==> config.mk <==
export PLATFORM = sky130hd
export DESIGN_NAME = howl_att_steer
export DESIGN_NICKNAME = d
export VERILOG_FILES = /design/src/rtl/howl_att_steer.sv
export SDC_FILE = /design/constraint.sdc
export NUM_CORES = 1
export LEC_CHECK = 0
export BUFFER_PORTS_ARGS = -buffer_cell sky130_fd_sc_hd__buf_4
export CAP_MARGIN = 40
export CORE_MARGIN = 8
export CORE_UTILIZATION = 50
export DETAILED_ROUTE_END_ITERATION = 8
export PLACE_DENSITY = 0.7
export SETUP_SLACK_MARGIN = 0.3
export SLEW_MARGIN = 20
export SYNTH_ARGS = -nofsm -noshare
export SYNTH_HDL_FRONTEND = slang
export SYNTH_SLANG_ARGS = --single-unit
==> constraint.sdc <==
create_clock -name clk -period 7.2 [get_ports clk]
set_input_delay 0.36 -clock clk [delete_from_list [all_inputs] [get_ports clk]]
set_output_delay 0.36 -clock clk [all_outputs]
set_load 0.005 [all_outputs]
==> src/rtl/howl_att_steer.sv <==
module howl_att_steer #(
  parameter int W    = 16,
  parameter int LEAK = 3,
  parameter int HW   = 8
) (
  input  logic                clk,
  input  logic                rst_n,
  input  logic                frame_i,
  input  logic                att_dis_n,
  input  logic signed [W-1:0] rin_i,
  input  logic signed [W-1:0] sin_i,
  input  logic        [W-1:0] thr_i,
  input  logic       [HW-1:0] hang_i,
  output logic signed [W-1:0] rout_o,
  output logic signed [W-1:0] sout_o,
  output logic                rx_att_o
);
  localparam int AW = W + 1;

  logic [AW-1:0] avg_r_q, avg_s_q, avg_r_d, avg_s_d;
  logic [HW-1:0] hng_r_q, hng_s_q;
  logic [AW-1:0] thr_x;
  logic          act_r, act_s, tx_sel;

  function automatic logic [AW-1:0] mag(input logic signed [W-1:0] x);
    logic signed [AW-1:0] xs;
    xs = AW'(x);
    return (xs < 0) ? AW'(-xs) : AW'(xs);
  endfunction

  function automatic logic [AW-1:0] leak(input logic [AW-1:0] avg, input logic [AW-1:0] m);
    logic signed [AW+1:0] d, s;
    d = $signed({2'b00, m}) - $signed({2'b00, avg});
    s = $signed({2'b00, avg}) + (d >>> LEAK);
    return s[AW-1:0];
  endfunction

  function automatic logic [HW-1:0] hang_nxt(input logic hi, input logic [HW-1:0] cur,
                                              input logic [HW-1:0] ld);
    if (hi) return ld;
    else if (cur != '0) return cur - 1'b1;
    else return cur;
  endfunction

  assign thr_x   = {1'b0, thr_i};
  assign avg_r_d = leak(avg_r_q, mag(rin_i));
  assign avg_s_d = leak(avg_s_q, mag(sin_i));
  assign act_r   = (avg_r_q > thr_x) || (hng_r_q != '0);
  assign act_s   = (avg_s_q > thr_x) || (hng_s_q != '0);
  assign tx_sel  = act_r && !act_s;

  always_ff @(posedge clk) begin
    if (!rst_n) begin
      avg_r_q  <= '0;
      avg_s_q  <= '0;
      hng_r_q  <= '0;
      hng_s_q  <= '0;
      rout_o   <= '0;
      sout_o   <= '0;
      rx_att_o <= 1'b1;
    end else if (frame_i) begin
      rout_o   <= (!att_dis_n && !tx_sel) ? (rin_i >>> 1) : rin_i;
      sout_o   <= (!att_dis_n &&  tx_sel) ? (sin_i >>> 1) : sin_i;
      rx_att_o <= !tx_sel;
      avg_r_q  <= avg_r_d;
      avg_s_q  <= avg_s_d;
      hng_r_q  <= hang_nxt(avg_r_d > thr_x, hng_r_q, hang_i);
      hng_s_q  <= hang_nxt(avg_s_d > thr_x, hng_s_q, hang_i);
    end
  end

  assert_hold_R9: assert property (@(posedge clk) disable iff (!rst_n)
    !frame_i |=> ($stable(rout_o) && $stable(sout_o) && $stable(rx_att_o)));

  assert_pass_R7: assert property (@(posedge clk) disable iff (!rst_n)
    (frame_i && att_dis_n) |=> (rout_o == $past(rin_i) && sout_o == $past(sin_i)));

  assert_tx_path_R3: assert property (@(posedge clk) disable iff (!rst_n)
    (frame_i && !att_dis_n && act_r && !act_s) |=>
      (!rx_att_o && sout_o == ($past(sin_i) >>> 1) && rout_o == $past(rin_i)));

  assert_rx_path_R4: assert property (@(posedge clk) disable iff (!rst_n)
    (frame_i && !att_dis_n && (!act_r || act_s)) |=>
      (rx_att_o && rout_o == ($past(rin_i) >>> 1) && sout_o == $past(sin_i)));

  always_comb begin
    assert_avg_bound_R1: assert (!rst_n || (avg_r_q <= AW'(1 << (W-1)) && avg_s_q <= AW'(1 << (W-1))));
  end
endmodule

-- After elaboration in Yosys (flattened, before gate mapping)
Cells that the tools add are included.
- equality and inequality tests: 0
- shift operators: 0
- add/subtract/negate cells: 8
- bitwise gates (word level): 0
- muxes and demuxes: 8
- multipliers: 0
- div/mod/pow operators: 0
- reductions and logical operators: 14
- magnitude comparators: 6
- operators by type and width (operator ; number):
    $gt 17x16->1 ; 4
    $sub 17x17->18 ; 2
    $add 17x15->17 ; 2
    $mux 17 ; 2
    $neg 16->17 ; 2
    $lt 16x1->1 const B ; 2
    $mux 8 ; 4
    $mux 15 ; 2
    $reduce_bool 8->1 ; 2
    $sub 8x1->8 const B ; 2
    $reduce_and 2->1 ; 2
    $reduce_bool 2->1 ; 2
    $logic_and 1x1->1 ; 3
    $logic_not 1->1 ; 3
    $logic_or 1x1->1 ; 2
- input bits: 60
- memories kept: 0
- latch bits: 0
- logic and storage cells: 43
- output and inout bits: 33
- bits in writable memories: 0
- bits in registers: 83
- bits in read-only memories: 0

-- Longest topological paths before layout
Gate-level depths: netlist of the first run.
- depth in word-level cells: 7
- mapped depth: 33
- mapped depth without buffers: 31

-- Least setup slack after synthesis of the first run
OpenSTA, ideal clock, no wires.
- kind: in2reg
- start: input port sin_i[6]
- end: register hng_s_q[7]
- buffers on the path: 2
- cell stages on the path: 28
- slack: 1.244 ns
- arrival time: 5.842 ns
- library setup time: 0.115 ns
- path through: or4_1 > nor4_1 > nand2b_1 > or2_2 > o21ai_0 > xnor2_1 > ha_1 > and4_2 > a221o_1 > and2_2 > o31a_1 > o21a_1 > nor2_1 > xnor2_1 > ha_1 > or3_1 > o221ai_1 > xnor2_1 > ha_1 > nand3_1 > nor4_1 > nand2_1 > o21ai_0 > and2_1 > buf_6 > buf_6 > o22ai_2 > o21a_1
- cells in the longest elaborated chain, start to end: 7
- RTL lines (element ; line ; source):
    start: declaration ; 11 ; input logic signed [W-1:0] sin_i,
    $neg 16->17 / $lt 16x1->1 (equally long branches) ; 28 ; return (xs < 0) ? AW'(-xs) : AW'(xs);
    $mux 17 * ; 28 ;
    $sub 17x17->18 * ; 33 ; d = $signed({2'b00, m}) - $signed({2'b00, avg});
    $add 17x15->17 * ; 34 ; s = $signed({2'b00, avg}) + (d >>> LEAK);
    via avg_s_d[15] ; 20 ; logic [AW-1:0] avg_r_q, avg_s_q, avg_r_d, avg_s_d;
    $gt 17x16->1 * ; 68 ; hng_s_q <= hang_nxt(avg_s_d > thr_x, hng_s_q, hang_i);
    $reduce_bool 2->1 (no line) ; -- ;
    $reduce_and 2->1 (no line) ; -- ;
    end signal: assignment ; 68 ;
    end: declaration ; 21 ; logic [HW-1:0] hng_r_q, hng_s_q;
The timed path passes the listed nets; every way through them passes the cells marked *.
A chain may end at the register's enable or synchronous reset.

-- Worst setup path after layout of the first run
- start: input port sin_i[6]
- end: register hng_s_q[1]
Same word-level chain as after synthesis.

==> results.yml, run 1 <==
drt:
  dr.pass1.iters: 5
  antenna_left: 0
  drt_wl_total_um: 21700
  vias: 7776
  drc: 0
  avgRoutedWirePerCell_um: 16.0
  drtIter0Drc: 353
  viasPerCell: 5.71
synth:
  synth_seq_area_share: 0.194
  post_synth_num_cell_types: 79
  syn_inst: 1062
  async_reset_ff_frac: 0
  synth-edff-count: 0
  synth-seq-cells: 83
  syn_area_per_cell_um2: 8.05
  yosysWarnings: 0
  synth_area_um2: 8550
  synth-main-ff-cell: "dfxtp_1"
sta:
  totalNegativeSetupSlack_ns: 0
  final_hold_viol_count: 0
  relSlewSlack: 0.473
  setup_viol: 0
  fin_worst_skew_ns: 0.00857
  period_minus_slack_ns: 6.34
  layout_worst_path_cycle_share: 0.880
  fmax_ghz: 0.158
  rsz0062_at_grt: "false"
  drv_slew: 0
  holdWs_ns: 0.258
  tightestPinTransition_ns: 0.791
grt:
  overflow: 0
  grt_usage: 0.203
  antenna_found_initial: 0
  grt_pass1_wl_um: 36700
  grt_max_degree: 73
  grt_pass1_vias: 7672
clock_tree:
  cts_sinks: 83
  post_cts_buffers: 0
  clk_latency_ns: 0.35
  cts_buffer_depth: 2
  cts_resized: 0
  cts_buffers: 9
  htreeDepth: 3
  clockRootBuffer: "clkbuf_16"
  cts-hold-fix-buffers: 0
  cts_tree: "built"
  clk_pin_slew_ns: 0.07
power_and_ir_drop:
  p_sw_frac: 0.472
  p_total_uw: 4780
  intPower_uw: 2520
  p_seq_frac: 0.153
  combPwrFrac: 0.731
  switching_power_uw: 2250
  p_clk_frac: 0.116
  ir_worst_vdd_mv: 0.195
  power.density_nw_per_um2: 491
  p_leak_uw: 0.00452
cells_and_area:
  nets: 1332
  drive_gt1_frac: 0.124
  diodes: 0
  syn2layout_area_growth_pct: 13.8
  stdcell_area_um2: 9730
  fill_cells: 1617
  finalNonFillerCells: 1363
placed_design:
  gp_congestion: 0.873
  dp_hpwl_um: 17100
  portBuffers: 92
  dp.cells: 1347
  place_area_um2: 9380
setup_path:
  critPathCaptureType: "flop"
  worstPathArrival_ns: 6.54
  crit_fanout: 17
  cp-startpoint: "sin_i[6]"
  setup.worst_path.class: "input port to flop"
  crit_path_start_kind: "input port"
  worstReg2RegStart: "avg_s_q[2]$_SDFFE_PN0P_"
  crit_required_ns: 7.40
die:
  io_pins: 93
  die_height_um: 147
  start_util: 0.503
  die_w_um: 147
  rows: 48
  dieArea_um2: 21500
  core_um2: 17000
min_path:
  min_from: "hang_i[2]"
  hold_path_class: "input port to flop"
outcome:
  outcome: "finished clean"
run:
  drv_cap: 0
critical path, stage by stage:
cell      delay [ns]
buf_4           0.12
or4_1           0.59
nor4_1          0.27
nand2b_1        0.12
or2_2           0.29
o21ai_0         0.19
xnor2_1         0.15
ha_1            0.28
and4_2          0.26
a221o_1         0.34
and2_2          0.22
o31a_1          0.31
nor2_1          0.16
ha_1            0.21
nand2_1         0.08
o21a_1          0.17
a311oi_1        0.44
o21a_1          0.17
nor2_1          0.04
xnor2_1         0.20
ha_1            0.29
a21o_1          0.16
a21oi_1         0.12
o21ai_0         0.08
o21ai_0         0.25
and2_4          0.32
mux2i_1         0.24
a211oi_2        0.09
stage by stage:
| stage | utilization | worst slack [ns] |
|---|---|---|
| after detailed placement | 0.552 | 0.269 |
| after floorplan | - | 1.24 |
| after global placement | 0.550 | 0.473 |
| after global routing | 0.572 | 0.307 |
| final | 0.572 | 0.865 |
| after CTS | 0.572 | 0.604 |
layer usage:
layer,routed length [um],part of all wire,vias to the layer above,GRT usage
met4,660,0.030,0,0.0881
met1,9710,0.45,3586,0.241
li1,-,-,4009,-
met2,10500,0.48,141,0.350
met3,914,0.042,40,0.0366
met5,0,0,-,0
power groups by stage:
stage          sequential, uW  combinational, uW  clock [uW]
4_1_cts                   727               3490         567
2_1_floorplan             692               2780           0
5_1_grt                   750               3960         584
3_3_place_gp              736               3400           0
6_report                  730               3490         555
3_5_place_dp              737               3470           0
path summary, 6_finish.rpt:
path / slack [ns] / cells after the start / to
max: 0.86 / 28 / hng_s_q[1]$_SDFFE_PN0P_
max reg2reg: 1.48 / 27 / hng_s_q[1]$_SDFFE_PN0P_
min reg2reg: 0.51 / 2 / hng_r_q[6]$_SDFFE_PN0P_
min: 0.26 / 2 / hng_s_q[2]$_SDFFE_PN0P_
sequential cells by signal (all words and copies together) (netlist names):
name / cells
rx_att_o: 1
hng_r_q: 8
sout_o: 16
avg_s_q: 17
rout_o: 16
avg_r_q: 17
hng_s_q: 8
layout make-up:
cell class / count / area (um^2) / share of cell area
Timing Repair Buffer: 99 / 754 / 0.0776
Clock buffer: 9 / 225 / 0.0232
Tap cell: 225 / 282 / 0.0289
Sequential cell: 83 / 1660 / 0.171
Multi-Input combinational cell: 852 / 6350 / 0.653
Inverter: 88 / 330 / 0.0340
Clock inverter: 7 / 123 / 0.0126
layout by cell type, fill, tap and decap left out, drive strengths merged, types with 12 or more instances in the layout:
master | Yosys | layout
nor2b | 17 | 17
xnor2 | 62 | 62
nor3 | 34 | 34
nand2 | 56 | 56
nor2 | 78 | 78
nand3 | 24 | 24
a311oi | 15 | 15
mux2i | 43 | 43
ha | 137 | 137
o21ai | 74 | 74
inv | 86 | 88
o21a | 25 | 25
xor2 | 12 | 12
a211oi | 12 | 12
nand4 | 16 | 16
a21oi | 77 | 77
buf | 9 | 99
a21o | 24 | 24
dfxtp | 83 | 83
o31ai | 12 | 12
synth_stat cells (7+ instances only):
library cell	number	area, um^2
mux2i_1	43	430
nor2b_1	17	106
nand3_1	24	120
a21oi_1	75	375
o21a_1	25	188
a21o_1	23	173
nand2_1	56	210
o21ai_0	71	355
a211oi_1	11	82.6
nor2_1	77	289
xnor2_1	62	543
o31ai_1	12	90.1
nor3_1	34	170
xor2_1	12	105
ha_1	137	1710
dfxtp_1	83	1660
clkbuf_1	27	101
nor4_1	8	50.1
or3_1	9	56.3
inv_1	86	323
or4_1	7	52.6
nand4_1	16	100
a311oi_1	15	131
kinds of logic (layout without fill, tap and decap cells):
logic type      Yosys count  after routing  share of synthesized area
simple gates            293            293                      0.175
mux                      44             44                     0.0517
xor+xnor                 76             76                     0.0811
flops                    83             83                      0.194
other cells               1              2                   0.000439
fa+ha+maj               139            139                      0.205
compound gates          298            298                      0.229
buf+inv                 128            203                     0.0631
No activity file was read; power rests on OpenSTA's default activity.
==> run 2, diff against run 1 <==
==> constraint.sdc (replaced) <==
create_clock -name clk -period 8.1 [get_ports clk]
set_input_delay 0.405 -clock clk [delete_from_list [all_inputs] [get_ports clk]]
set_output_delay 0.405 -clock clk [all_outputs]
set_load 0.005 [all_outputs]
==> run 2 against run 1 <==
Effect of this change:
- cell count down 0.15%
- critical path type unchanged
- critical endpoint unchanged
- sequential power shrank 11%
- core utilization decreased by 0.37 points
- global-route usage about the same
- clock-buffer cell count stayed put
- via count increased by 0.36%
==> results.yml, run 2 (synthesis gave the netlist of run 1 again) <==
cells_and_area:
  reg_top3: "avg_r_q (17), avg_s_q (17)"
  stdcell_area_um2: 9670
  final_cell_mix: "ha_1 (137), buf_4 (95), inv_1 (86)"
  drive_gt1_frac: 0.121
  syn2layout_area_growth_pct: 13.1
  final_common_cell: "ha_1"
  nets: 1330
  diodes: 0
setup_path:
  crit_path_start_kind: "input port"
  setup.worst_path.class: "input port to flop"
  worstPathArrival_ns: 6.96
  critical-path-max-stage-delay_ns: 0.62
  crit_path_top_delay_cell: "and2_1"
  crit_required_ns: 8.31
  critPathCaptureType: "flop"
  crit_fanout: 18
  cp_top_family: "simple AND/OR/NAND/NOR gates"
  path_buf_inv: 1
run:
  drv_cap: 0
die:
  dieArea_um2: 21500
  core_um2: 17000
  rows: 48
  die_height_um: 147
  start_util: 0.503
  io_pins: 93
  die_w_um: 147
placed_design:
  place_area_um2: 9360
  dp_hpwl_um: 17500
  portBuffers: 92
  gp_congestion: 0.876
power_and_ir_drop:
  ir_worst_vdd_mv: 0.187
  p_leak_uw: 0.00449
  power.density_nw_per_um2: 431
sta:
  totalNegativeSetupSlack_ns: 0
  relSlewSlack: 0.491
  fin_worst_skew_ns: 0.00777
  period_minus_slack_ns: 6.75
  final_hold_viol_count: 0
  setup_viol: 0
  tightestPinTransition_ns: 0.760
  layout_worst_path_cycle_share: 0.833
  rsz0062_at_grt: "false"
  drv_slew: 0
  holdWs_ns: 0.289
  fmax_ghz: 0.148
clock_tree:
  htreeDepth: 3
  cts_sinks: 83
  cts-hold-fix-buffers: 0
  cts_buffers: 9
  clk_latency_ns: 0.35
  cts_resized: 0
  cts_tree: "built"
  post_cts_buffers: 0
  cts_buffer_depth: 2
  clockRootBuffer: "clkbuf_16"
  clk_pin_slew_ns: 0.07
drt:
  drt_wl_total_um: 22000
  avgRoutedWirePerCell_um: 16.2
  drc: 0
  antenna_left: 0
  dr.pass1.iters: 4
  drtIter0Drc: 513
  viasPerCell: 5.73
  vias: 7804
min_path:
  hold_path_class: "input port to flop"
grt:
  grt_pass1_wl_um: 36700
  grt_usage: 0.203
  grt_pass1_vias: 7786
  overflow: 0
  grt_max_degree: 71
  antenna_found_initial: 0
outcome:
  outcome: "finished clean"
[run 2: cell types whose count changed in the layout (fill, tap and decap cells not counted), sizes merged]
cell / previous run / this run
buf: 99 / 97
bufinv: 3 / 1
clkinv: 2 / 4
clkinvlp: 2 / 3
inv: 88 / 87
[run 2: worst register-to-register path, stage by stage, from the launching register on]
cell and delay, ns:
dfxtp_1 0.43, inv_1 0.07, ha_1 0.31, a21oi_1 0.12, o21ai_1 0.13, a211o_1 0.34, o211a_4 0.30, o21a_1 0.20
o21a_1 0.20, o21a_1 0.19, nor2_1 0.13, xnor2_1 0.08, ha_1 0.30, o21a_1 0.14, nor2_1 0.05, o21a_1 0.18
a311oi_1 0.38, o21a_1 0.16, nor2_1 0.04, xnor2_1 0.23, ha_1 0.30, a21o_1 0.16, a21oi_1 0.13, o21ai_0 0.10
o21ai_0 0.28, and2_1 0.62, mux2i_1 0.31, a211oi_2 0.09
[run 2: layout make-up]
cell class,instances,area (um^2)
Sequential cell,83,1660
Clock buffer,9,225
Inverter,88,330
Tap cell,225,282
Fill cell,1587,7330
Multi-Input combinational cell,852,6350
Timing Repair Buffer,97,739
Clock inverter,7,77.6
[run 2: per-layer routing]
layer | global-route usage | part of all wire
met4 | 0.0747 | 0.028
met3 | 0.0431 | 0.040
met5 | 0 | 0
met2 | 0.363 | 0.49
met1 | 0.233 | 0.44
[run 2: through the flow]
stage	util	worst slack [ns]	total power (uW)	std cells
floorplan	-	2.10	3080	1063
global placement	0.549	1.29	3640	1343
detailed placement	0.551	1.10	3720	1345
CTS	0.569	1.38	4170	1361
global route	0.569	0.819	4600	1361
finish	0.569	1.35	4170	1361
[run 2: power breakdown]
part | total, uW | internal (uW) | switching [uW]
Sequential | 650 | 525 | 125
Clock | 431 | 241 | 190
Combinational | 3090 | 1380 | 1710
Total | 4170 | 2150 | 2020
[run 2: final timing paths]
kind | startpoint | to | slack (ns) | cells after the start
setup / recovery | sin_i[6] | hng_s_q[1]$_SDFFE_PN0P_ | 1.35 | 28
hold / removal | hang_i[2] | hng_s_q[2]$_SDFFE_PN0P_ | 0.29 | 2
setup reg to reg | avg_s_q[2]$_SDFFE_PN0P_ | hng_s_q[1]$_SDFFE_PN0P_ | 2.00 | 27
hold reg to reg | hng_r_q[6]$_SDFFE_PN0P_ | hng_r_q[6]$_SDFFE_PN0P_ | 0.51 | 2
